File: config.mk
export PLATFORM = sky130hd
export DESIGN_NAME = bcd_dual_clk_counter
export DESIGN_NICKNAME = d
export VERILOG_FILES = /design/src/rtl/bcd_cnt_pkg.sv /design/src/rtl/cnt_pin_sync.sv /design/src/rtl/cnt_step_sel.sv /design/src/rtl/bcd_next_val.sv /design/src/rtl/bcd_dual_clk_counter.sv
export SDC_FILE = /design/constraint.sdc
export NUM_CORES = 1
export LEC_CHECK = 0
export BUFFER_PORTS_ARGS = -buffer_cell sky130_fd_sc_hd__buf_2
export CAP_MARGIN = 20
export CORE_ASPECT_RATIO = 0.75
export CORE_MARGIN = 4
export CORE_UTILIZATION = 42
export CTS_BUF_LIST = sky130_fd_sc_hd__clkbuf_4
export DETAILED_ROUTE_END_ITERATION = 7
export SYNTH_ARGS = -nofsm -noshare
export SYNTH_HDL_FRONTEND = slang
export SYNTH_SLANG_ARGS = --single-unit
File: constraint.sdc
create_clock -name clk -period 2.89 [get_ports clk]
set_input_delay 0.578 -clock clk [delete_from_list [all_inputs] [get_ports clk]]
set_output_delay 0.578 -clock clk [all_outputs]
set_load 0.02 [all_outputs]
File: src/rtl/bcd_cnt_pkg.sv
package bcd_cnt_pkg;

  typedef enum logic [1:0] {
    STEP_HOLD = 2'd0,
    STEP_UP   = 2'd1,
    STEP_DOWN = 2'd2
  } step_e;

  // Successor of a digit; anything at or above the top value wraps to zero.
  function automatic logic [7:0] dig_inc(input logic [7:0] cur, input logic [7:0] top);
    return (cur >= top) ? 8'd0 : cur + 8'd1;
  endfunction

  // Predecessor of a digit; zero and invalid values go to the top value.
  function automatic logic [7:0] dig_dec(input logic [7:0] cur, input logic [7:0] top);
    return (cur == 8'd0 || cur > top) ? top : cur - 8'd1;
  endfunction

endpackage

File: src/rtl/cnt_pin_sync.sv
module cnt_pin_sync #(
  parameter int STAGES = 2
) (
  input  logic clk,
  input  logic rst,
  input  logic pin,
  output logic lvl,
  output logic lvl_nxt,
  output logic rise
);
  // Synchronizer stages plus one extra flop for edge detection.
  logic [STAGES:0] sh;

  always_ff @(posedge clk) begin
    if (rst) sh <= '1;
    else     sh <= {sh[STAGES-1:0], pin};
  end

  assign lvl     = sh[STAGES-1];
  assign lvl_nxt = sh[STAGES-2];
  assign rise    = sh[STAGES-1] & ~sh[STAGES];
endmodule

File: src/rtl/cnt_step_sel.sv
module cnt_step_sel
  import bcd_cnt_pkg::*;
(
  input  logic  up_rise,
  input  logic  up_lvl,
  input  logic  dn_rise,
  input  logic  dn_lvl,
  output step_e step
);
  logic up_ev, dn_ev;

  // An edge counts only while the opposite pin is high.
  assign up_ev = up_rise & dn_lvl;
  assign dn_ev = dn_rise & up_lvl;

  always_comb begin
    unique case ({up_ev, dn_ev})
      2'b10:   step = STEP_UP;
      2'b01:   step = STEP_DOWN;
      default: step = STEP_HOLD;
    endcase
  end
endmodule

File: src/rtl/bcd_next_val.sv
module bcd_next_val
  import bcd_cnt_pkg::*;
#(
  parameter int W    = 4,
  parameter int LAST = 9
) (
  input  logic [W-1:0] cur,
  input  step_e        step,
  input  logic         mr,
  input  logic         pl_n,
  input  logic [W-1:0] preset,
  output logic [W-1:0] nxt
);
  localparam logic [7:0] TOP = 8'(LAST);

  logic [7:0] cur8, inc8, dec8;

  assign cur8 = 8'(cur);
  assign inc8 = dig_inc(cur8, TOP);
  assign dec8 = dig_dec(cur8, TOP);

  always_comb begin
    if (mr)         nxt = '0;
    else if (!pl_n) nxt = preset;
    else begin
      unique case (step)
        STEP_UP:   nxt = inc8[W-1:0];
        STEP_DOWN: nxt = dec8[W-1:0];
        default:   nxt = cur;
      endcase
    end
  end
endmodule

File: src/rtl/bcd_dual_clk_counter.sv
module bcd_dual_clk_counter
  import bcd_cnt_pkg::*;
#(
  parameter int W           = 4,
  parameter int LAST        = 9,
  parameter int SYNC_STAGES = 2
) (
  input  logic         clk,
  input  logic         rst,
  input  logic         mr,
  input  logic         pl_n,
  input  logic [W-1:0] preset,
  input  logic         up_pin,
  input  logic         dn_pin,
  output logic [W-1:0] q,
  output logic         carry_n,
  output logic         borrow_n
);
  localparam int NPIN = 2;  // index 0 = up, 1 = down
  localparam logic [W-1:0] TOPV = W'(LAST);

  logic [NPIN-1:0] pins, lvl, lvl_nxt, rise;
  step_e           step;
  logic [W-1:0]    nxt;

  assign pins = {dn_pin, up_pin};

  for (genvar i = 0; i < NPIN; i++) begin : g_sync
    cnt_pin_sync #(.STAGES(SYNC_STAGES)) u_sync (
      .clk     (clk),
      .rst     (rst),
      .pin     (pins[i]),
      .lvl     (lvl[i]),
      .lvl_nxt (lvl_nxt[i]),
      .rise    (rise[i])
    );
  end

  cnt_step_sel u_sel (
    .up_rise (rise[0]),
    .up_lvl  (lvl[0]),
    .dn_rise (rise[1]),
    .dn_lvl  (lvl[1]),
    .step    (step)
  );

  bcd_next_val #(.W(W), .LAST(LAST)) u_next (
    .cur    (q),
    .step   (step),
    .mr     (mr),
    .pl_n   (pl_n),
    .preset (preset),
    .nxt    (nxt)
  );

  // Terminal outputs registered alongside the digit, using the next
  // synchronized pin level so that both stay aligned with q.
  always_ff @(posedge clk) begin
    if (rst) begin
      q        <= '0;
      carry_n  <= 1'b1;
      borrow_n <= 1'b1;
    end else begin
      q        <= nxt;
      carry_n  <= !((nxt == TOPV) && !lvl_nxt[0]);
      borrow_n <= !((nxt == '0)   && !lvl_nxt[1]);
    end
  end
endmodule

* Yosys cells after proc, flatten, opt, wreduce, memory -nomap -nowiden *
Index checks and enable logic that the tools add are counted.
Widths: inputs -> output; s select.

word-level totals
  flip-flop bits (word level) = 12
  bits in latches = 0
  memory bits (writable) = 0
  memory bits (read-only) = 0
  bits of input ports = 10
  logic and storage cells = 35
  memories kept = 0

cells by class
  add/subtract/negate cells = 2
  multipliers = 0
  divide/modulo/power cells = 0
  order comparisons = 2
  equality and inequality tests = 5
  shifts and indexed selects = 0
  mux-type cells = 6
  bitwise operators = 6
  reductions and logical operators = 9

operator list
  cell                 number
  $mux 4               4
  $logic_not 8->1      1
  $pmux 4 s2           1
  $add 4x1->4 const B  1
  $and 1x1->1          4
  $eq 2x1->1 const B   2
  $eq 2x2->1 const B   2
  $eq 4x4->1 const B   1
  $ge 4x4->1 const B   1
  $gt 4x4->1 const B   1
  $logic_not 1->1      4
  $logic_not 4->1      1
  $pmux 2 s2           1
  $sub 4x1->4 const B  1
  $logic_and 1x1->1    2
  $not 1->1            2
  $logic_or 1x1->1     1

* Depth between registers and ports, before layout *
  word-level depth = 12
  depth in mapped cells = 9
  depth with buffers taken out = 9

* Cells and area by module *
A second synthesis with hierarchy kept.

second synthesis, totals
  cell total of the unflattened synthesis = 86
  area total of the unflattened synthesis = 737.0 µm²

modules (own cells, without submodules)
  module                times used  cells an instance  area an instance (µm²)  sequential area each (µm²)
  bcd_next_val          1           55                 375.4                   0.0
  bcd_dual_clk_counter  1           14                 176.4                   120.1
  cnt_pin_sync          2           7                  85.1                    60.1
  cnt_step_sel          1           3                  15.0                    0.0

* Worst setup path before layout *
No wires, ideal clock.

  path type = reg-to-reg
  from = register q[0]
  to = register carry_n
  data arrival time = 1929 ps
  required time = 2757 ps
  slack = 829 ps
  stages on the path, launching flop included = 8
  clock period less this slack = 2061 ps
  cells stage by stage = dfxtp_1 -> inv_2 -> ha_1 -> o21bai_1 -> a211oi_1 -> or4_4 -> nor2_1 -> nand4b_1

between the ends
  longest elaborated chain between the ends = 9

RTL lines
  what                                                  RTL line                    source
  start: declaration                                    bcd_dual_clk_counter.sv:15  output logic [W-1:0] q,
  start signal: assignment                              bcd_dual_clk_counter.sv:64  q <= nxt;
  $gt 4x4->1 / $logic_not 8->1 (equally long branches)  bcd_cnt_pkg.sv:16           return (cur == 8'd0 || cur > top) ? top : cur - 8'd1;
  $logic_or 1x1->1                                      bcd_cnt_pkg.sv:16
  $mux 4                                                bcd_cnt_pkg.sv:16
  $pmux 4 s2 (*)                                        bcd_next_val.sv:26          unique case (step)
  $mux 4 (*)                                            bcd_next_val.sv:24          else if (!pl_n) nxt = preset;
  $mux 4 (*)                                            bcd_next_val.sv:23          if (mr) nxt = '0;
  $eq 4x4->1 (*)                                        bcd_dual_clk_counter.sv:65  carry_n <= !((nxt == TOPV) && !lvl_nxt[0]);
  $logic_and 1x1->1 (*)                                 bcd_dual_clk_counter.sv:65
  $logic_not 1->1 (*)                                   bcd_dual_clk_counter.sv:65
  end signal: assignment                                bcd_dual_clk_counter.sv:65
  end: declaration                                      bcd_dual_clk_counter.sv:16  output logic carry_n,

Every way passes the cells marked *; elsewhere a longest branch is shown, timed or not.
A chain may end at the register's enable or synchronous reset.

* Worst setup path after layout *
  from = register g_sync[1].u_sync.sh[1]
  to = register carry_n

between the ends
  longest elaborated chain between the ends = 11

RTL lines
  what                                             RTL line                    source
  start: declaration                               cnt_pin_sync.sv:12          logic [STAGES:0] sh;
  start signal: assignment                         cnt_pin_sync.sv:16          else sh <= {sh[STAGES-1:0], pin};
  $and 1x1->1                                      cnt_pin_sync.sv:21          assign rise = sh[STAGES-1] & ~sh[STAGES];
  $and 1x1->1                                      cnt_step_sel.sv:14          assign dn_ev = dn_rise & up_lvl;
  $eq 2x1->1 / $eq 2x2->1 (equally long branches)  cnt_step_sel.sv:17          unique case ({up_ev, dn_ev})
  $pmux 2 s2 (*)                                   cnt_step_sel.sv:17
  $eq 2x2->1 / $eq 2x1->1 (equally long branches)  bcd_next_val.sv:26
  $pmux 4 s2 (*)                                   bcd_next_val.sv:26
  $mux 4 (*)                                       bcd_next_val.sv:24
  $mux 4 (*)                                       bcd_next_val.sv:23
  $eq 4x4->1 (*)                                   bcd_dual_clk_counter.sv:65
  $logic_and 1x1->1 (*)                            bcd_dual_clk_counter.sv:65
  $logic_not 1->1 (*)                              bcd_dual_clk_counter.sv:65

Marked as above.

==> impl_summary.md <==
Timing
Setup repair after global routing left no endpoint under its margin. The number of hold violations in the final report is 0. Of the available clock period, the critical path in the final layout requires 78.8%. On the final layout, the worst clock skew is 0.000314 ns.

The highest achievable clock rate is 439 MHz. The count of final setup violators is 0. The final count of pins violating max slew is 0. The headroom to the max-slew limit is 69.9%.

For the final routed database, the setup TNS stands at 0 ns. The least setup slack across all paths after layout is 0.613 ns. The worst path needs 2.28 ns of the cycle, external delays included. At the pin with the least slew margin, the transition time is 0.444 ns.

Clocking
The number of sinks handled by clock tree synthesis is 12. TritonCTS built the clock tree. After clock tree synthesis, the setup repair step added 0 buffers. At the later pin of the worst-skew pair, clock insertion delay measures 0.27 ns. The TritonCTS buffer count is 3.

Clock tree synthesis selected as its root buffer the cell sky130_fd_sc_hd__clkbuf_4. Clock-pin slew was measured on the worst setup and hold paths at 0.07 ns. The number of gates resized after CTS was 0. In this run the number of H-tree levels came out at 1. Counting along the longest clock path gives a buffer depth of 2. The number of buffers inserted by hold repair at cts is 0.

Yosys
The average size of a mapped cell is 8.29 µm². The number of nets handed over by synthesis was 113. In the post-synthesis netlist, the biggest area contributors are sky130_fd_sc_hd__dfxtp_1 (30%), sky130_fd_sc_hd__ha_1 (9.3%), sky130_fd_sc_hd__inv_1 (5.1%). Counting distinct cell types in the post-synthesis netlist gives 44. The share of async-settable or async-resettable flops after synthesis is 0%.

The number of synthesized flops with an enable pin is 0. For this run, the number of Yosys warnings is 0. The fraction of the yosys area taken by sequential cells is 29.9%. The gate count after technology mapping is 97. The share of Yosys cell area claimed by the top area cell type is 29.9%.

The number of synthesized register bits is 12. The combined area of all synthesized cells is 805 µm². For this run, the leading register cell type out of synthesis is sky130_fd_sc_hd__dfxtp_1. The cell type contributing the most total cell area after synthesis is sky130_fd_sc_hd__dfxtp_1.

Route
The first routing iteration left 27 violations. The count of nets left with antenna violations once routing finished came out at 0. The number of vias per cell after detailed routing is 5.62. For this run, the detailed router's first-pass iteration total came to 4.

The total wirelength of the detailed-routed design is 1880 µm. The routed layout has 753 vias. The wire length per cell after detailed routing is 14.0 µm. The number of remaining DRC errors is 0.

Setup path
The longest individual stage delay on the worst path is 0.55 ns. The maximum fanout along the worst path is 12. Data on the critical path arrives at its endpoint at 2.42 ns.

Traced cell by cell, the critical path runs through nand2_1 -> or2_1 -> ha_1 -> a311o_1 -> or4_4 -> nor2_1 -> nand4b_1. The slowest stage of the critical path is the sky130_fd_sc_hd__or4_4 cell. The critical setup path kind is reg2reg. In this run the register-to-register setup slack is 0.61 ns. The gate family responsible for the most delay along the worst path is simple AND/OR/NAND/NOR gates. STA classifies the critical path startpoint as a flip-flop.

STA classifies the critical path endpoint as a flip-flop. At the worst endpoint, the required time is 3.04 ns. The sum of buffers and inverters on the critical path is 0.

Power and ir drop
The worst-case vdd ir drop is 0.251 mV. The analysis attributes to cell leakage a power of 0.394 nW. Overall power consumption after layout is estimated at 0.000358 W.

The internal portion of total power is 0.000252 W. The share of total power consumed by net switching is 29.6%. The combinational fraction of design power is 20.0%. The clock network burns 30.0% of the power.

The sequential share of power is 50.0%. Summed over all nets, the switching power comes to 0.000106 W. The ratio of total power to cell area is 391 nW/µm².

Floorplanning
After floorplanning, the core was divided into 13 placement rows. From bottom edge to top edge, the die measures 45.9 µm. Once the floorplan was initialized, standard cells occupied 45.4% of the core.

The core footprint is 1770 µm². In this run the horizontal extent of the chip is 58.5 µm. 16 I/O pins were placed. The floorplan step defined a die boundary enclosing 2690 µm².

Global route
The global router's overall resource usage is 15.7%. The first-pass GRT wire length is 3140 µm. The overflow left after global routing is 0. Global routing used 24.7% of the available met2 tracks. The routing layer with the top usage in global route is met2. The number of antenna violations at the first check in global routing came to 0.

The largest net degree at the start of global routing is 14. In the global route stage, met1 resource usage came out at 19.8%. The via count of the first global-routing pass is 703. For this run, global-route usage on met3 was measured as 4.82%.

Final layout
After filler insertion, the fill cell instance count of the layout stands at 188. The area of the multi-input gates is 500 µm². The library cells used most frequently in the layout, excluding fill and tap cells, are sky130_fd_sc_hd__buf_2 (15), sky130_fd_sc_hd__dfxtp_1 (12), sky130_fd_sc_hd__inv_1 (11), sky130_fd_sc_hd__nor2_1 (10), sky130_fd_sc_hd__ha_1 (6). In the final layout, the share of cells above drive strength 1 is 25.0%. The layout overhead on the synthesized area is 13.7%.

The repair_antennas step left the layout with diodes totalling 0. The library cell used most frequently in the layout, excluding fill and tap cells, is sky130_fd_sc_hd__buf_2. In the final layout, flip-flops and latches occupy 240 µm².

Cells fill 51.6% of the core in the end. The number of nets in the final layout is 129.

Placed design
The count of input and output buffers is 15. Routability-driven placement finished with a final weighted congestion of 0.832. The setup slack after placement is 0.627 ns. The half-perimeter wire length after placement is 1400 µm.

Outcome
The run finished with clean final reports.

Min path
The class of the most critical hold timing path is reg2reg.

Run
Across the run, the number of max-cap violations was 0.
## through the flow
step,cells,instance area (µm²),hold WS [ns]
after floorplan,97,805,0.394
after global placement,130,888,0.410
after detailed placement,130,888,0.413
after CTS,134,915,0.440
after global routing,134,915,0.461
final,134,915,0.432
## final timing paths
check / start / end / cells past startpoint
worst min register to register: g_sync[1].u_sync.sh[0] / g_sync[1].u_sync.sh[1] / 2
worst max register to register: g_sync[1].u_sync.sh[1] / carry_n / 7
worst min-delay path: g_sync[1].u_sync.sh[0] / g_sync[1].u_sync.sh[1] / 2
worst max-delay path: g_sync[1].u_sync.sh[1] / carry_n / 7
## layout make-up
type / count / area share, %
clock inverters: 1 / 0.410
inverters: 12 / 4.92
well taps: 22 / 3.01
clock buffers: 3 / 2.46
multi-input cells: 69 / 54.7
repair buffers: 15 / 8.21
flip-flops and latches: 12 / 26.3
## tightest hold or removal path: cells and delay by family, from the launching register on
family                 cells  cell delay [ns]
buffers and inverters      1             0.05
flip-flops                 1             0.31
AND/OR/NAND/NOR            1             0.05
## per-layer routing
metal  wire, µm  up-vias
met5          0        -
met4         17        0
met3        115        2
met2        790       21
met1        952      352
li1           -      378
## sequential cells by signal (all words and copies together) (netlist names)
register	flops
g_sync.u_sync.sh	6
carry_n	1
q	4
borrow_n	1
## logic make-up (layout without fill, tap and decap cells)
| kind of cell | count (synthesis) | after routing | share of synthesized area [%] |
|---|---|---|---|
| AOI/OAI and AO/OA | 22 | 22 | 21.8 |
| buffers and inverters | 16 | 31 | 7.93 |
| muxes | 1 | 1 | 1.24 |
| xor gates and xnor gates | 1 | 1 | 1.09 |
| adders and majority gates | 6 | 6 | 9.33 |
| and+or+nand+nor | 39 | 39 | 28.8 |
| DFF | 12 | 12 | 29.9 |
## synthesized netlist by cell type (2+ instances only)
| cell | number |
|---|---|
| sky130_fd_sc_hd__dfxtp_1 | 12 |
| sky130_fd_sc_hd__o22ai_1 | 2 |
| sky130_fd_sc_hd__nor2_1 | 10 |
| sky130_fd_sc_hd__buf_2 | 3 |
| sky130_fd_sc_hd__nor3b_1 | 2 |
| sky130_fd_sc_hd__nor3_1 | 3 |
| sky130_fd_sc_hd__a211oi_1 | 3 |
| sky130_fd_sc_hd__or2_2 | 5 |
| sky130_fd_sc_hd__nand2_1 | 5 |
| sky130_fd_sc_hd__a31oi_1 | 2 |
| sky130_fd_sc_hd__inv_1 | 11 |
| sky130_fd_sc_hd__nand2b_1 | 2 |
| sky130_fd_sc_hd__ha_1 | 6 |
## power by group through the flow
| stage | clock (W) | sequential [W] | combinational (W) |
|---|---|---|---|
| after floorplan | 0 | 0.000183 | 0.0000485 |
| after global placement | 0 | 0.000183 | 0.0000704 |
| after detailed placement | 0 | 0.000183 | 0.0000706 |
| after CTS | 0.000110 | 0.000179 | 0.0000713 |
| after global routing | 0.000117 | 0.000180 | 0.0000793 |
| final | 0.000107 | 0.000179 | 0.0000717 |
No activity file was read; power rests on OpenSTA's default activity.
